### src/rtl/dpba_pkg.sv
package dpba_pkg;

    localparam int DPBA_ADDR_W = 14;
    localparam int DPBA_PORTS  = 2;
    localparam int DPBA_LEFT   = 0;
    localparam int DPBA_RIGHT  = 1;

    typedef enum logic [1:0] {
        OWN_NONE  = 2'd0,
        OWN_LEFT  = 2'd1,
        OWN_RIGHT = 2'd2
    } owner_e;

    // per-port request summary handed to the collision logic
    typedef struct packed {
        logic active;   // chip select low this cycle
        logic settled;  // same address and select also held last cycle
    } req_flags_t;

    // the port that settled first takes the location; ties go left
    function automatic owner_e first_settled(req_flags_t fl, req_flags_t fr);
        if (fr.settled && !fl.settled) return OWN_RIGHT;
        return OWN_LEFT;
    endfunction

    // true when port p is on the losing side of owner o
    function automatic logic is_loser(owner_e o, int p);
        if (p == DPBA_LEFT) return o == OWN_RIGHT;
        return o == OWN_LEFT;
    endfunction

endpackage

### src/rtl/dpba_req_track.sv
module dpba_req_track
    import dpba_pkg::*;
#(
    parameter int ADDR_W = DPBA_ADDR_W
) (
    input  logic              clk,
    input  logic              rst,
    input  logic [ADDR_W-1:0] addr,
    input  logic              ce_n,
    output req_flags_t        flags
);
    logic              prev_active;
    logic [ADDR_W-1:0] prev_addr;

    always_ff @(posedge clk) begin
        if (rst) begin
            prev_active <= 1'b0;
            prev_addr   <= '0;
        end else begin
            prev_active <= !ce_n;
            prev_addr   <= addr;
        end
    end

    always_comb begin
        flags.active  = !ce_n;
        flags.settled = !ce_n && prev_active && (prev_addr == addr);
    end

endmodule

### src/rtl/dpba_collide.sv
module dpba_collide
    import dpba_pkg::*;
#(
    parameter int ADDR_W = DPBA_ADDR_W
) (
    input  logic              clk,
    input  logic              rst,
    input  logic              decide,
    input  logic [ADDR_W-1:0] addr_l,
    input  logic [ADDR_W-1:0] addr_r,
    input  req_flags_t        fl,
    input  req_flags_t        fr,
    output owner_e            owner_q,
    output owner_e            owner_d
);
    logic hit;

    always_comb begin
        hit = decide && fl.active && fr.active && (addr_l == addr_r);
        if (!hit)
            owner_d = OWN_NONE;
        else if (owner_q == OWN_LEFT && fl.settled)
            owner_d = OWN_LEFT;
        else if (owner_q == OWN_RIGHT && fr.settled)
            owner_d = OWN_RIGHT;
        else
            owner_d = first_settled(fl, fr);
    end

    always_ff @(posedge clk) begin
        if (rst) owner_q <= OWN_NONE;
        else     owner_q <= owner_d;
    end

endmodule

### src/rtl/dpba_wr_gate.sv
module dpba_wr_gate (
    input  logic decide,
    input  logic ce_n,
    input  logic we_n,
    input  logic busy_in_n,
    input  logic lose_now,
    output logic wr_en
);
    logic blocked;

    always_comb begin
        blocked = decide ? lose_now : !busy_in_n;
        wr_en   = !ce_n && !we_n && !blocked;
    end

endmodule

### src/rtl/dp_busy_arbiter.sv
module dp_busy_arbiter
    import dpba_pkg::*;
#(
    parameter int ADDR_W = DPBA_ADDR_W
) (
    input  logic              clk,
    input  logic              rst,
    input  logic              master_sel,
    input  logic [ADDR_W-1:0] l_addr,
    input  logic              l_ce_n,
    input  logic              l_we_n,
    input  logic              l_busy_in_n,
    input  logic [ADDR_W-1:0] r_addr,
    input  logic              r_ce_n,
    input  logic              r_we_n,
    input  logic              r_busy_in_n,
    output logic              l_busy_n,
    output logic              r_busy_n,
    output logic              l_wr_en,
    output logic              r_wr_en
);
    localparam int NP = DPBA_PORTS;

    logic [ADDR_W-1:0] addr_a  [NP];
    logic              ce_a    [NP];
    logic              we_a    [NP];
    logic              bin_a   [NP];
    req_flags_t        flags_a [NP];
    logic              wr_a    [NP];
    logic              busy_a  [NP];
    owner_e            owner_q;
    owner_e            owner_d;

    always_comb begin
        addr_a[DPBA_LEFT]  = l_addr;
        addr_a[DPBA_RIGHT] = r_addr;
        ce_a[DPBA_LEFT]    = l_ce_n;
        ce_a[DPBA_RIGHT]   = r_ce_n;
        we_a[DPBA_LEFT]    = l_we_n;
        we_a[DPBA_RIGHT]   = r_we_n;
        bin_a[DPBA_LEFT]   = l_busy_in_n;
        bin_a[DPBA_RIGHT]  = r_busy_in_n;
    end

    dpba_collide #(.ADDR_W(ADDR_W)) u_collide (
        .clk     (clk),
        .rst     (rst),
        .decide  (master_sel),
        .addr_l  (addr_a[DPBA_LEFT]),
        .addr_r  (addr_a[DPBA_RIGHT]),
        .fl      (flags_a[DPBA_LEFT]),
        .fr      (flags_a[DPBA_RIGHT]),
        .owner_q (owner_q),
        .owner_d (owner_d)
    );

    for (genvar p = 0; p < NP; p++) begin : g_port
        dpba_req_track #(.ADDR_W(ADDR_W)) u_track (
            .clk   (clk),
            .rst   (rst),
            .addr  (addr_a[p]),
            .ce_n  (ce_a[p]),
            .flags (flags_a[p])
        );

        dpba_wr_gate u_gate (
            .decide    (master_sel),
            .ce_n      (ce_a[p]),
            .we_n      (we_a[p]),
            .busy_in_n (bin_a[p]),
            .lose_now  (is_loser(owner_d, p)),
            .wr_en     (wr_a[p])
        );

        // registered loss, shown only while this copy is deciding
        always_comb busy_a[p] = !(master_sel && is_loser(owner_q, p));
    end

    assign l_busy_n = busy_a[DPBA_LEFT];
    assign r_busy_n = busy_a[DPBA_RIGHT];
    assign l_wr_en  = wr_a[DPBA_LEFT];
    assign r_wr_en  = wr_a[DPBA_RIGHT];

endmodule

### config.mk
export PLATFORM = sky130hd
export DESIGN_NAME = dp_busy_arbiter
export DESIGN_NICKNAME = d
export VERILOG_FILES = /design/src/rtl/dpba_pkg.sv /design/src/rtl/dpba_req_track.sv /design/src/rtl/dpba_collide.sv /design/src/rtl/dpba_wr_gate.sv /design/src/rtl/dp_busy_arbiter.sv
export SDC_FILE = /design/constraint.sdc
export NUM_CORES = 1
export LEC_CHECK = 0
export BUFFER_PORTS_ARGS = -buffer_cell sky130_fd_sc_hd__buf_2
export CAP_MARGIN = 25
export CORE_MARGIN = 2
export CORE_UTILIZATION = 52
export CTS_BUF_LIST = sky130_fd_sc_hd__clkbuf_4
export DETAILED_ROUTE_END_ITERATION = 8
export PLACE_DENSITY_LB_ADDON = 0.12
export SLEW_MARGIN = 20
export SYNTH_ARGS = -nofsm -noshare
export SYNTH_HDL_FRONTEND = slang
export SYNTH_SLANG_ARGS = --single-unit
export TNS_END_PERCENT = 20
### constraint.sdc
create_clock -name clk -period 1.71 [get_ports clk]
set_input_delay 0.0855 -clock clk [delete_from_list [all_inputs] [get_ports clk]]
set_output_delay 0.0855 -clock clk [all_outputs]
set_load 0.03 [all_outputs]
* Word-level counts from Yosys, hierarchy flattened *
Index checks and enable logic that the tools add are counted.
Widths: inputs -> output; s select.

operators by class
  reductions and logical operators = 27
  equality and inequality tests = 7
  mux-type cells = 11

operators by type and width
  operator            number
  $eq 14x14->1        3
  $logic_and 1x1->1   16
  $logic_not 1->1     11
  $mux 2              5
  $mux 1              6
  $eq 2x1->1 const B  2
  $eq 2x2->1 const B  2

word-level totals
  input port bits = 37
  register bits after elaboration = 32
  output and inout bits = 4
  logic and storage cells = 50

* Depth between registers and ports, before layout *
  word-level depth = 17
  depth in mapped cells = 5
  depth with buffers taken out = 5

* By module *
A second synthesis with hierarchy kept.

second synthesis, totals
  cells, all modules = 143
  area, all modules = 1453.9 um2

modules (own cells, without submodules)
  module           instances  sequential area each (um2)  cells an instance  area each (um2)
  dpba_req_track   2          300.3                       52                 568.0
  dpba_collide     1          40.0                        29                 247.7
  dpba_wr_gate     2          0.0                         3                  20.0
  dp_busy_arbiter  1          0.0                         4                  30.0

* Least setup slack after synthesis *
Ideal clock, no wire load.

  path kind = register -> output
  from = reg g_port[1].u_track.prev_addr[5]
  to = out r_wr_en
  arrival = 2.582 ns
  path slack = -0.958 ns
  cell stages (with the launch flop) = 6
  data required time = 1.624 ns
  buffers on the path = 0
  cells stage by stage = dfxtp_1 -> xnor2_1 -> nand3b_1 -> nor4_1 -> o311ai_0 -> a2111oi_0

between the ends
  cells in the longest elaborated chain, start to end = 15
  elaborated cells on any way between the ends = 16
  those cells by class = 2 x eq/ne; 9 x mux; 5 x reduce/logical

RTL lines
  what                    RTL line               source
  from (decl)             dpba_req_track.sv:13   logic [ADDR_W-1:0] prev_addr;
  from (signal assigned)  dpba_req_track.sv:21   prev_addr <= addr;
  $eq 14x14->1 (*)        dpba_req_track.sv:27   flags.settled = !ce_n && prev_active && (prev_addr == addr);
  $logic_and 1x1->1 (*)   dpba_req_track.sv:27
  $logic_and 1x1->1       dpba_pkg.sv:22         if (fr.settled && !fl.settled) return OWN_RIGHT;
  $mux 1                  dpba_pkg.sv:22
  $mux 1                  dpba_collide.sv:24     else if (owner_q == OWN_RIGHT && fr.settled)
  $mux 1                  dpba_collide.sv:22     else if (owner_q == OWN_LEFT && fl.settled)
  $mux 1                  dpba_collide.sv:20     if (!hit)
  $mux 2                  dpba_pkg.sv:23         return OWN_LEFT;
  $mux 2 (*)              dpba_collide.sv:24
  $mux 2 (*)              dpba_collide.sv:22
  $mux 2 (*)              dpba_collide.sv:20
  $eq 2x1->1 (*)          dpba_pkg.sv:29         return o == OWN_LEFT;
  $mux 1 (*)              dpba_wr_gate.sv:12     blocked = decide ? lose_now : !busy_in_n;
  $logic_not 1->1 (*)     dpba_wr_gate.sv:13     wr_en = !ce_n && !we_n && !blocked;
  $logic_and 1x1->1 (*)   dpba_wr_gate.sv:13
  to (decl)               dp_busy_arbiter.sv:20  output logic r_wr_en

Mark *: on every way between the ends. The rest lies on a longest branch, timed or not. The select of a mux whose other input is x is not followed.

* Worst setup path after layout *
  from = reg g_port[0].u_track.prev_addr[8]
  to = out l_wr_en

between the ends
  cells in the longest elaborated chain, start to end = 16
  elaborated cells on any way between the ends = 17
  those cells by class = 2 x eq/ne; 9 x mux; 6 x reduce/logical

RTL lines
  what                    RTL line               source
  from (decl)             dpba_req_track.sv:13
  from (signal assigned)  dpba_req_track.sv:21
  $eq 14x14->1 (*)        dpba_req_track.sv:27
  $logic_and 1x1->1 (*)   dpba_req_track.sv:27
  $logic_not 1->1         dpba_pkg.sv:22
  $logic_and 1x1->1       dpba_pkg.sv:22
  $mux 1                  dpba_pkg.sv:22
  $mux 1                  dpba_collide.sv:24
  $mux 1                  dpba_collide.sv:22
  $mux 1                  dpba_collide.sv:20
  $mux 2                  dpba_pkg.sv:23
  $mux 2                  dpba_collide.sv:24
  $mux 2 (*)              dpba_collide.sv:22
  $mux 2 (*)              dpba_collide.sv:20
  $eq 2x2->1 (*)          dpba_pkg.sv:28         if (p == DPBA_LEFT) return o == OWN_RIGHT;
  $mux 1 (*)              dpba_wr_gate.sv:12
  $logic_not 1->1 (*)     dpba_wr_gate.sv:13
  $logic_and 1x1->1 (*)   dpba_wr_gate.sv:13
  to (decl)               dp_busy_arbiter.sv:19  output logic l_wr_en,

Marked as above.

==> impl_metrics.toml <==
[timing]
max-slew-margin-rel_pct = 64.5
final_min_period_over_clock_period_pct = 129
final.min_clock_period_ps = 2210
clock.fmax_mhz = 453
final_max_slew_viol_count = 0
tightest_pin_transition_ps = 533
final.setup_skew_ps = 5.63
setup_viol_count_final = 2
timing.final.ws_setup_ps = -499
rsz0062_at_grt = "yes"
hold_viol = 0

[routing]
via_per_inst = 4.97
detail_route.drc_violations = 0
wl_um = 3070
routed-via-count = 1157
avgRoutedWirePerCell_um = 13.2
drtPass1Iterations = 6
antenna_left = 0
drt-initial-drc-count = 19

[power_and_ir_drop]
share_of_power_burned_in_the_clock_network_pct = 34.8
share_of_total_power_consumed_by_net_switching_pct = 23.7
static-leakage-power_nw = 0.792
power-per-cell-area_nw_per_um2 = 852
seq_power_share_pct = 48.5
cell_internal_pwr_w = 0.00126
power.combinational.fraction_pct = 16.7
switching_power_w = 0.000391
vdd_ir_drop_max_mv = 1.10

[grt]
first_pass_grt_wire_length_um = 5350
grt_max_degree = 32
grt.overflow.total = 0
grt_pass1_vias = 1203
antenna_found_initial = 0
track_usage_pct = 22.5

[synthesis]
ys_warn_count = 0
synth_compound_gate_area_share_pct = 2.72
syn_area_per_cell_sq_um = 10.2
synth_simple_gate_area_share_pct = 23.5
netlist-cell-type-count = 18
synth_xor_xnor_area_share_pct = 26.6
synth_fa_ha_area_share_pct = 0
combinational_family_with_the_most_area_after_synthesis = "XOR/XNOR gates"
netlist_area_sq_um = 1380
synth.area.mux_share_pct = 0
synthesized_net_count = 172
post_synthesis_instance_total = 135
ffs_latches_synth = 32
share_of_synthesized_area_occupied_by_flip_flops_and_latches_pct = 46.4

[run_status]
run_status = "finished with violations"
violations = "setup timing"

[layout]
drive_above_1_share_pct = 38.4
final_core_util_pct = 77.4
layout_commonest_cell = "sky130_fd_sc_hd__buf_2"
most-common-layout-cells = "38 x sky130_fd_sc_hd__buf_2, 32 x sky130_fd_sc_hd__dfxtp_1, 31 x sky130_fd_sc_hd__xnor2_1"
insertedDiodeCount = 0
final_cells = 233
synthToLayoutAreaGrowth_pct = 40.0
final_net_count = 239

[clock_network]
root_driver = "sky130_fd_sc_hd__clkbuf_4"
clock_tree_from_tritoncts = "built"
tritoncts.num_buffers = 5
cts_post_setup_buffers_inserted = 0
clock_sinks = 32
cts.hold.buffers_added = 0
cts_max_path_buffers = 2
cts_htree_levels = 2
cts.reportedPaths.clkPinSlew_ps = 100
clk-insertion-delay-late_ps = 320

[setup_path]
end_kind = "output pin"
slowest_stage = "sky130_fd_sc_hd__o311a_1"
worst_ep_required_time_ps = 1620
slowest_delay_ps = 380
cp.buffers_inverters = 1
critical_path_arrival_ps = 2120
worst_setup_path_start_kind = "flip-flop"
critical_path_start_end_classification = "reg2out"
cpLargestDelayFamily = "compound AO/OA/AOI/OAI gates"
cp_cell_sequence = "xor2_1, nor4b_2, nand4_1, o311a_1, a2111oi_4, buf_4"
cp_max_fo = 2

[floorplan]
initial_utilization_pct = 55.3
design.portCount = 41
dieWidth_um = 55.5
coreArea_sq_um = 2500
die_height_um = 55.5
row_count = 18
floorplan.die_area_sq_um = 3080

[placement]
io_buffers = 40
gp_routability_congestion = 0.896
place_inst = 225
place.detailed.hpwl_um = 2330

[worst_hold_path]
holdCritPathClass = "in2reg"

[flow_run]
cap_violations = 0
cell type report:
cell class	count	area (sq um)
Timing Repair Buffer	63	378
Sequential cell	32	641
Clock inverter	2	35.0
Tap cell	30	37.5
Multi-Input combinational cell	100	798
Fill cell	180	566
Clock buffer	6	45.0
repair_timing:
action | CTS | global route
pin swaps | 0 | 0
endpoints found under the setup margin | 2 | 3
gates resized for setup | 6 | 1
cells in the mapped netlist:
cell type                   count  area share (%)
sky130_fd_sc_hd__nor2_1         6             1.6
sky130_fd_sc_hd__nor2b_1       29              13
sky130_fd_sc_hd__a2111oi_0      1            0.63
sky130_fd_sc_hd__nand2b_1       1            0.45
sky130_fd_sc_hd__xor2_1        10             6.3
sky130_fd_sc_hd__xnor2_1       32              20
sky130_fd_sc_hd__dfxtp_1       32              46
sky130_fd_sc_hd__nand3b_1       2             1.1
sky130_fd_sc_hd__clkbuf_1       3            0.82
sky130_fd_sc_hd__a2111oi_1      1            0.72
sky130_fd_sc_hd__nor3b_1        1            0.54
sky130_fd_sc_hd__nand4_1        7             3.2
sky130_fd_sc_hd__nand2_1        1            0.27
sky130_fd_sc_hd__nand3_1        2            0.72
sky130_fd_sc_hd__o311ai_0       1            0.63
sky130_fd_sc_hd__nor4_1         4             1.8
sky130_fd_sc_hd__nor4b_1        1            0.63
sky130_fd_sc_hd__o311a_1        1            0.72
power by group through the flow:
| stage | Combinational (W) | Sequential [W] | Clock (W) |
|---|---|---|---|
| final | 0.000274 | 0.000799 | 0.000574 |
| after global routing | 0.000300 | 0.000802 | 0.000626 |
| after CTS | 0.000275 | 0.000800 | 0.000592 |
| after detailed placement | 0.000264 | 0.000816 | 0 |
| after global placement | 0.000258 | 0.000814 | 0 |
| after floorplan | 0.000132 | 0.000813 | 0 |
kinds of logic (layout without fill, tap and decap cells):
group,count (synthesis),in the layout
buffers and inverters,3,71
flip-flops,32,32
AND/OR/NAND/NOR,54,54
XOR/XNOR,42,42
AO/OA/AOI/OAI,4,4
worst paths after layout:
check | from | endpoint | slack (ps) | cells past startpoint
worst max register to register | g_port[0].u_track.prev_addr[8] | u_collide.owner_q[1] | 100 | 6
worst max-delay path | g_port[0].u_track.prev_addr[8] | l_wr_en | -500 | 6
worst min-delay path | l_addr[3] | g_port[0].u_track.prev_addr[3] | 20 | 2
worst min register to register | g_port[1].u_track.prev_active | u_collide.owner_q[0] | 770 | 4
flip-flops by register name (all words and copies together) (netlist names):
name,cells
u_collide.owner_q,2
g_port.u_track.prev_addr,28
g_port.u_track.prev_active,2
per-layer routing:
metal	global-route usage (%)	share of wire, %	vias to the layer above
li1	-	-	583
met1	27.4	45	535
met2	37.8	50	37
met3	5.39	4.8	2
met4	9.41	0.68	0
met5	0	0	-
worst reg2reg max path, stage by stage (launching register included):
cell                       delay, ps
sky130_fd_sc_hd__dfxtp_1         320
sky130_fd_sc_hd__xor2_1          150
sky130_fd_sc_hd__nor4b_2         280
sky130_fd_sc_hd__nand4_1         140
sky130_fd_sc_hd__o311ai_0        380
sky130_fd_sc_hd__buf_4           200
sky130_fd_sc_hd__nor2_1           50
through the flow:
| step | setup TNS [ps] | power, W | instance area (sq um) | hold slack, ps | setup WS (ps) |
|---|---|---|---|---|---|
| 2_1_floorplan | -78.3 | 0.000945 | 1420 | 158 | -47.1 |
| 3_3_place_gp | -344 | 0.00107 | 1820 | 348 | -186 |
| 3_5_place_dp | -382 | 0.00108 | 1820 | 355 | -206 |
| 4_1_cts | -977 | 0.00167 | 1930 | 7.07 | -508 |
| 5_1_grt | -1200 | 0.00173 | 1930 | 11.6 | -643 |
| 6_report | -973 | 0.00165 | 1930 | 21.7 | -499 |
No activity file was read; power rests on OpenSTA's default activity.
